File: src/rtl/bclk_div_pkg.sv
package bclk_div_pkg;

  // Source ticks spent high in one period for divide value d.
  function automatic int unsigned high_ticks(input int unsigned d);
    return (d / 2) + 1;
  endfunction

  // Source ticks spent low in one period for divide value d.
  function automatic int unsigned low_ticks(input int unsigned d);
    return d - (d / 2);
  endfunction

endpackage

File: src/rtl/bclk_tick_src.sv
module bclk_tick_src #(
  parameter int SYNC_STAGES = 2
) (
  input  logic clk,
  input  logic rst,
  input  logic use_int,
  input  logic ext_clk,
  output logic ext_tick,
  output logic tick
);

  localparam int MSB = SYNC_STAGES - 1;

  logic [SYNC_STAGES-1:0] sync_q;
  logic                   prev_q;

  always_ff @(posedge clk) begin
    if (rst) begin
      sync_q <= '0;
      prev_q <= 1'b0;
    end else begin
      sync_q <= {sync_q[SYNC_STAGES-2:0], ext_clk};
      prev_q <= sync_q[MSB];
    end
  end

  assign ext_tick = sync_q[MSB] & ~prev_q;
  assign tick     = use_int | ext_tick;

endmodule

File: src/rtl/bclk_counter.sv
module bclk_counter #(
  parameter int DIV_W = 8
) (
  input  logic             clk,
  input  logic             rst,
  input  logic             tick,
  input  logic [DIV_W-1:0] div_in,
  input  logic             sel_in,
  output logic             sel_cur,
  output logic [DIV_W-1:0] div_cur,
  output logic [DIV_W-1:0] cnt,
  output logic             reload,
  output logic             div_zero,
  output logic             bclk,
  output logic             rise,
  output logic             fall
);

  logic [DIV_W-1:0] cnt_q, div_q, cnt_nxt, high_len;
  logic             sel_q, bclk_q, rise_q, fall_q;

  assign high_len = DIV_W'(bclk_div_pkg::high_ticks(int'(div_q)));
  assign cnt_nxt  = cnt_q + 1'b1;
  assign reload   = tick && (cnt_q == div_q);
  assign div_zero = (div_q == '0);

  always_ff @(posedge clk) begin
    if (rst) begin
      cnt_q  <= '0;
      div_q  <= '0;
      sel_q  <= sel_in;
      bclk_q <= 1'b0;
      rise_q <= 1'b0;
      fall_q <= 1'b0;
    end else begin
      rise_q <= 1'b0;
      fall_q <= 1'b0;
      if (reload) begin
        cnt_q  <= '0;
        div_q  <= div_in;
        sel_q  <= sel_in;
        bclk_q <= 1'b1;
        rise_q <= 1'b1;
        fall_q <= (div_in == '0);
      end else if (tick) begin
        cnt_q <= cnt_nxt;
        if (cnt_nxt == high_len) begin
          bclk_q <= 1'b0;
          fall_q <= 1'b1;
        end
      end else if (div_zero && bclk_q) begin
        bclk_q <= 1'b0;
      end
    end
  end

  assign sel_cur = sel_q;
  assign div_cur = div_q;
  assign cnt     = cnt_q;
  assign bclk    = bclk_q;
  assign rise    = rise_q;
  assign fall    = fall_q;

endmodule

File: src/rtl/bitclk_divider.sv
module bitclk_divider #(
  parameter int DIV_W       = 8,
  parameter int SYNC_STAGES = 2
) (
  input  logic             clk,
  input  logic             rst,
  input  logic             src_int,
  input  logic             ext_clk,
  input  logic [DIV_W-1:0] div_val,
  output logic             bclk,
  output logic             bclk_rise,
  output logic             bclk_fall
);

  logic             sel_cur;
  logic             ext_tick;
  logic             src_tick;
  logic             reload;
  logic             div_zero;
  logic [DIV_W-1:0] div_cur;
  logic [DIV_W-1:0] cnt_cur;

  bclk_tick_src #(.SYNC_STAGES(SYNC_STAGES)) u_src (
    .clk      (clk),
    .rst      (rst),
    .use_int  (sel_cur),
    .ext_clk  (ext_clk),
    .ext_tick (ext_tick),
    .tick     (src_tick)
  );

  bclk_counter #(.DIV_W(DIV_W)) u_cnt (
    .clk      (clk),
    .rst      (rst),
    .tick     (src_tick),
    .div_in   (div_val),
    .sel_in   (src_int),
    .sel_cur  (sel_cur),
    .div_cur  (div_cur),
    .cnt      (cnt_cur),
    .reload   (reload),
    .div_zero (div_zero),
    .bclk     (bclk),
    .rise     (bclk_rise),
    .fall     (bclk_fall)
  );

endmodule

File: config.mk
export PLATFORM = sky130hd
export DESIGN_NAME = bitclk_divider
export DESIGN_NICKNAME = d
export VERILOG_FILES = /design/src/rtl/bclk_div_pkg.sv /design/src/rtl/bclk_tick_src.sv /design/src/rtl/bclk_counter.sv /design/src/rtl/bitclk_divider.sv
export SDC_FILE = /design/constraint.sdc
export NUM_CORES = 1
export LEC_CHECK = 0
export ABC_AREA = 0
export BUFFER_PORTS_ARGS = -buffer_cell sky130_fd_sc_hd__clkbuf_2
export CAP_MARGIN = 20
export CORE_MARGIN = 2
export CORE_UTILIZATION = 59
export DETAILED_ROUTE_END_ITERATION = 7
export GPL_ROUTABILITY_DRIVEN = 0
export PLACE_DENSITY = 0.8
export SYNTH_ARGS = -nofsm -noshare
export SYNTH_HDL_FRONTEND = slang
export SYNTH_SLANG_ARGS = --single-unit
File: constraint.sdc
create_clock -name clk -period 5.1 [get_ports clk]
set_input_delay 0.51 -clock clk [delete_from_list [all_inputs] [get_ports clk]]
set_output_delay 0.51 -clock clk [all_outputs]
set_load 0.01 [all_outputs]
==> impl_results.md, run 1 <==
- IO Pins: 15
- Drt drc: 0
- Power Density: between 500 and 600 nW/um^2
- Average cell area after synthesis: just over 9 sq um
- Arr. time, crit path: roughly 2600 ps
- Die height: 50.92 um
- Critical Path RT: ~5300 ps
- Hold path depth: 1
- Max Slew Vio Count: 0
- Nets: approximately 160
- Met2 Use GR: approximately 33%
- R2R cell count: 6
- Crit path capture type: flip-flop
- PortBufs: 14
- Vias: roughly 1,000
- WHS Endpoint: u_cnt.sel_cur$_DFFE_PP_
- R2R Path End: u_cnt.fall$_SDFF_PP0_
- Die area: 2592 sq um
- First-pass GRT wire length: ~4000 um
- Clock latency on the worst-skew pair: about 320 ps
- Vias in the first global route: 890
- ANT cells: 0
- Synth unique cells: 34
- Yosys reg bits: 23
- Setup Viol. Count Final: 0
- Post-CTS Repair Setup Buffers: 0
- PostCTS Resize Cnt: 0
- Worst hold path class: primary input to flip-flop
- DRT iter0 DRCs: 27
- Most common cell after layout, fill and taps aside: dfxtp_1
- Skew final: approximately 8.4 ps
- Register share of total power: around two fifths
- Detailed-route wire length: 2474 um
- FILL cells: 172
- WL/cell: about 14 um
- Final period util: a little under half
- Max Root-Sink Buffers: 2
- Setup TNS: 0 ps
- Maximum VDD drop: about 0.34 mV
- CP Launch Type: flip-flop
- Pin count of the biggest net entering global routing: 16
- Ys Warns: 0
- Maxcap violations: 0
- Antenna violations before repair: 0
- HPWL after DPL: roughly 1900 um
- Cell count after synthesis: 140
- CP Class: flip-flop to flip-flop
- Placed Cells: approximately 170
- Clk root buf: clkbuf_4
- Max H-tree Level: 1
- Drt via density: between 5 and 6
- Chip Width: around 51 um
- Worst hold start: src_int
- GR Util All Layers: 21.30%
- Starting Density: between 60% and 70%
- Run status: finished clean
- Sw frac: 41.72%
- Clk slew on worst S/H paths: 130 ps
- Reg2Reg Setup Slack: 2780 ps
- Achievable clock frequency: 430.3 MHz
- Cts hold-fix bufs: 0
- Total gr overflow: 0
- Tmin final: approximately 2300 ps
- Commonest non-fill, non-tap cells in the layout: dfxtp_1, xnor2_1, nor2_1
- Cell row count: 16
- Pint: ~450 uW
- Rel. slew slack: a little over two fifths
- Net Count, Synth: ~150
- Clk sink count: 23
- Sw power: 319.0 uW
- GR Util met3: under 10%
- RSZ-0062 raised after global routing: no
- Final std cells w/o fill: between 150 and 200
- GR Util met1: a little over a quarter
- CTS buffer count: 3
- TritonCTS clock tree: built
- Antenna Nets Post-Route: 0
- Layout cell share with drive strength beyond 1: ~16%
- First-pass iteration count of the detailed router: 4
- Grt peak-use layer: met2
- Reg-to-Reg Start: u_cnt.div_cur[1]$_SDFFE_PP0P_
- Setup Slack @ Placement: about 2800 ps
- Final hold violation count: 0
- CORE AREA: 2022 sq um
- Combinational fraction of design power: between 40% and 50%
- Worst-Margin Slew: around 840 ps
- Synthesis-to-layout area growth: 3.950%
- Static Leak: 0.5151 nW
- Clock power share: between 10% and 20%
- Cell area after synthesis: between 1000 and 1500 sq um
- Seq/Total Area, Yosys: a little over a third
- Max FO, Critical Path: 10
- Power Total: 764.6 uW
- Hold Slack: roughly 370 ps
- Setup WS post-layout: around 2800 ps
## sequential cells by signal (all words and copies together), names as in the netlist
| name | count |
|---|---|
| u_cnt.div_cur | 8 |
| u_cnt.bclk | 1 |
| u_src.prev_q | 1 |
| u_cnt.fall | 1 |
| u_cnt.cnt | 8 |
| u_cnt.sel_cur | 1 |
| u_cnt.rise | 1 |
| u_src.sync_q | 2 |
## power groups by stage
stage / Clock (mW) / Sequential [mW] / Combinational (mW)
after floorplan: 0 / 0.273 / 0.375
after global placement: 0 / 0.302 / 0.361
after detailed placement: 0 / 0.304 / 0.370
after CTS: 0.0879 / 0.299 / 0.375
after global routing: 0.0922 / 0.308 / 0.410
final: 0.0854 / 0.301 / 0.378
## per-layer routing
layer / vias to the layer above / share of wire [%]
met3: 8 / 5.4
met2: 37 / 46
met1: 468 / 46
met5: - / 0
met4: 0 / 2.5
li1: 485 / -
## synthesized netlist by cell type, drive strengths merged
master  number  share of area, %
a21o         1              0.58
a21oi        3               1.2
a22o         1              0.67
and2         1              0.48
and3         3               1.8
and4         1              0.67
buf          8               5.5
clkbuf       2              0.67
dfxtp       22                34
edfxtp       1               2.3
ha           2               1.9
inv          2              0.58
mux2i        8               6.2
nand2        9               2.6
nand3        6               2.3
nand3b       1              0.58
nand4        5               2.4
nor2        15               4.3
nor2b        3               1.4
nor3         4               1.9
nor4         3               1.4
o21ai        1              0.38
o21bai       1              0.58
or2          1              0.48
or3          1              0.48
or4          2               1.2
xnor2       23                17
xor2        10               6.7
## layout make-up
class / instances / area, sq um / share of cell area (%)
Timing Repair Buffer: 14 / 70.07 / 5.190
Clock inverter: 1 / 5.005 / 0.3707
Tap cell: 27 / 33.78 / 2.502
Sequential cell: 23 / 470.5 / 34.85
Multi-Input combinational cell: 105 / 740.7 / 54.87
Inverter: 2 / 7.507 / 0.5561
Clock buffer: 3 / 22.52 / 1.668
## metrics by stage
step | util [%] | cell area [sq um]
final | 66.77 | 1350
after CTS | 66.77 | 1350
after detailed placement | 65.41 | 1323
after floorplan | - | 1299
after global routing | 66.77 | 1350
after global placement | 65.41 | 1323
## kinds of logic after synthesis
kind of cell             synth area share, %
AND/OR/NAND/NOR                        22.16
XOR/XNOR                               23.41
flip-flops                             36.22
buffers and inverters                  6.742
multiplexers                           6.166
AO/OA/AOI/OAI                          3.372
adder cells (fa/ha/maj)                1.926
## worst max-delay path by stage
stage | from | to | slack (ps)
after floorplan | u_cnt.cnt[1]$_SDFFE_PP0P_ | u_cnt.fall$_SDFF_PP0_ | 3420
after global placement | u_cnt.div_cur[1]$_SDFFE_PP0P_ | u_cnt.fall$_SDFF_PP0_ | 2890
after detailed placement | u_cnt.div_cur[1]$_SDFFE_PP0P_ | u_cnt.fall$_SDFF_PP0_ | 2820
after CTS | u_cnt.div_cur[1]$_SDFFE_PP0P_ | u_cnt.fall$_SDFF_PP0_ | 2800
after global routing | u_cnt.div_cur[1]$_SDFFE_PP0P_ | u_cnt.fall$_SDFF_PP0_ | 2670
final | u_cnt.div_cur[1]$_SDFFE_PP0P_ | u_cnt.fall$_SDFF_PP0_ | 2780
## worst max-delay path, stage by stage (launching register included)
cell	delay, ps
dfxtp_1	550
xnor2_2	160
nand4_1	140
nor3_2	700
or2_1	420
inv_2	50
a22o_1	210
Power figures use the tool's default switching activity.
==> inputs of run 2 (changes only) <==
--- a/config.mk
+++ b/config.mk
@@ -9,10 +9,10 @@
 export BUFFER_PORTS_ARGS = -buffer_cell sky130_fd_sc_hd__clkbuf_2
 export CAP_MARGIN = 20
 export CORE_MARGIN = 2
-export CORE_UTILIZATION = 59
+export CORE_UTILIZATION = 51
 export DETAILED_ROUTE_END_ITERATION = 7
 export GPL_ROUTABILITY_DRIVEN = 0
-export PLACE_DENSITY = 0.8
+export PLACE_DENSITY = 0.74
 export SYNTH_ARGS = -nofsm -noshare
 export SYNTH_HDL_FRONTEND = slang
 export SYNTH_SLANG_ARGS = --single-unit
==> constraint.sdc (replaced) <==
create_clock -name clk -period 2.1 [get_ports clk]
set_input_delay 0.21 -clock clk [delete_from_list [all_inputs] [get_ports clk]]
set_output_delay 0.21 -clock clk [all_outputs]
set_load 0.01 [all_outputs]
==> impl_results.md, run 2 (same netlist as run 1, synthesis figures left out) <==
- Reg-to-Reg Start: u_cnt.div_cur[1]$_SDFFE_PP0P_
- Reg2Reg Setup Slack: roughly 250 ps
- Crit path capture type: flip-flop
- Hold path depth: 1
- Total gr overflow: 0
- Cell row count: 18
- TritonCTS clock tree: built
- Setup Viol. Count Final: 0
- Arr. time, crit path: 2060 ps
- Detailed-route wire length: about 2500 um
- Maxcap violations: 0
- Starting Density: a little over half
- Worst-Margin Slew: roughly 320 ps
- Pin count of the biggest net entering global routing: 16
- IO Pins: 15
- Layout cell share with drive strength beyond 1: 18.30%
- Final period util: between 80 and 90%
- Cts hold-fix bufs: 0
- Chip Width: roughly 54 um
- CORE AREA: 2455 sq um
- CP Class: flip-flop to flip-flop
- PortBufs: 14
- Synthesis-to-layout area growth: 7.129%
- DRT iter0 DRCs: 18
- First-pass GRT wire length: ~4000 um
- Vias: 966
- Die area: slightly below 3000 sq um
- Maximum VDD drop: just over 1 mV
- Worst hold start: src_int
- Max H-tree Level: 1
- Max Root-Sink Buffers: 2
- R2R Path End: u_cnt.fall$_SDFF_PP0_
- Antenna violations before repair: 0
- PostCTS Resize Cnt: 0
- FILL cells: ~230
- Setup TNS: 0 ps
- Drt via density: approximately 5.3
- Setup WS post-layout: 254.8 ps
- Commonest non-fill, non-tap cells in the layout: dfxtp_1, xnor2_1, nor2_1
- Die height: around 54 um
- HPWL after DPL: ~2000 um
- Clk sink count: 23
- Rel. slew slack: 78.59%
- First-pass iteration count of the detailed router: 4
- Setup Slack @ Placement: 270.2 ps
- Run status: finished clean
- Vias in the first global route: between 800 and 900
- Post-CTS Repair Setup Buffers: 0
- Worst hold path class: primary input to flip-flop
- Final std cells w/o fill: 183
- RSZ-0062 raised after global routing: no
- Drt drc: 0
- CP Launch Type: flip-flop
- GR Util All Layers: 19.77%
- Most common cell after layout, fill and taps aside: dfxtp_1
- Power Density: 1391 nW/um^2
- Nets: around 170
- Tmin final: about 1800 ps
- Post-route cell area: 1391 sq um
- Clk root buf: clkbuf_4
- Final hold violation count: 0
- Placed Cells: approximately 180
- WHS Endpoint: u_cnt.sel_cur$_DFFE_PP_
- Antenna Nets Post-Route: 0
- Clock latency on the worst-skew pair: between 300 and 400 ps
- Skew final: 4.878 ps
- R2R cell count: 7
- Static Leak: around 0.54 nW
- Dpl cell area: ~1400 sq um
- Clk slew on worst S/H paths: roughly 130 ps
- Max FO, Critical Path: 8
- Max Slew Vio Count: 0
- CTS buffer count: 3
- Critical Path RT: between 2000 and 2500 ps
- WL/cell: around 14 um
- ANT cells: 0
- Achievable clock frequency: 542.0 MHz
## run 2: changes by cell type in the layout (fill, tap and decap cells not counted), sizes merged
cell,before,now
buf,0,5
## run 2: area by class of cell
| cell class | count | area [sq um] | share of cell area [%] |
|---|---|---|---|
| clock buffer | 3 | 22.52 | 1.619 |
| clock inverter | 1 | 5.005 | 0.3597 |
| timing repair buffer | 19 | 107.6 | 7.734 |
| sequential | 23 | 470.5 | 33.81 |
| multi-input combinational | 105 | 740.7 | 53.24 |
| tap | 30 | 37.54 | 2.698 |
| inverter | 2 | 7.507 | 0.5396 |
## run 2: how the worst max path moves through the flow
stage | cells after the start | endpoint | from
global route | 7 | u_cnt.fall$_SDFF_PP0_ | u_cnt.div_cur[1]$_SDFFE_PP0P_
detailed placement | 7 | u_cnt.fall$_SDFF_PP0_ | u_cnt.div_cur[1]$_SDFFE_PP0P_
global placement | 7 | u_cnt.fall$_SDFF_PP0_ | u_cnt.cnt[0]$_SDFFE_PP0P_
floorplan | 7 | u_cnt.fall$_SDFF_PP0_ | u_cnt.cnt[1]$_SDFFE_PP0P_
CTS | 7 | u_cnt.fall$_SDFF_PP0_ | u_cnt.div_cur[1]$_SDFFE_PP0P_
finish | 7 | u_cnt.fall$_SDFF_PP0_ | u_cnt.div_cur[1]$_SDFFE_PP0P_
## run 2: routing by layer
metal  routed length (um)  vias to the layer above  global-route usage (%)
li1                     -                      494                       -
met4                   10                        0                   5.000
met3                   89                        2                   4.918
met5                    0                        -                       0
met2                 1238                       20                   34.14
met1                 1140                      450                   24.45
## run 2: through the flow
step	power, mW	utilization [%]	hold slack (ps)
3_3_place_gp	1.691	55.56	389.2
3_5_place_dp	1.736	55.56	403.2
6_report	1.935	56.68	78.42
4_1_cts	1.941	56.68	75.05
5_1_grt	2.067	56.68	59.61
2_1_floorplan	1.572	-	281.6
## run 2: power by group
group          internal [mW]  leakage [nW]  switching [mW]
Sequential             0.554         0.189           0.153
Clock                 0.0712        0.0177           0.137
Combinational          0.515         0.333           0.505
Total                   1.14         0.540           0.796
## run 2: critical path, cell delays in order, from the launching register on
cell	delay [ps]
dfxtp_1	530
ha_1	260
nand3_1	100
xnor2_1	210
xnor2_1	150
nor3_1	70
and4_1	210
a22o_1	220
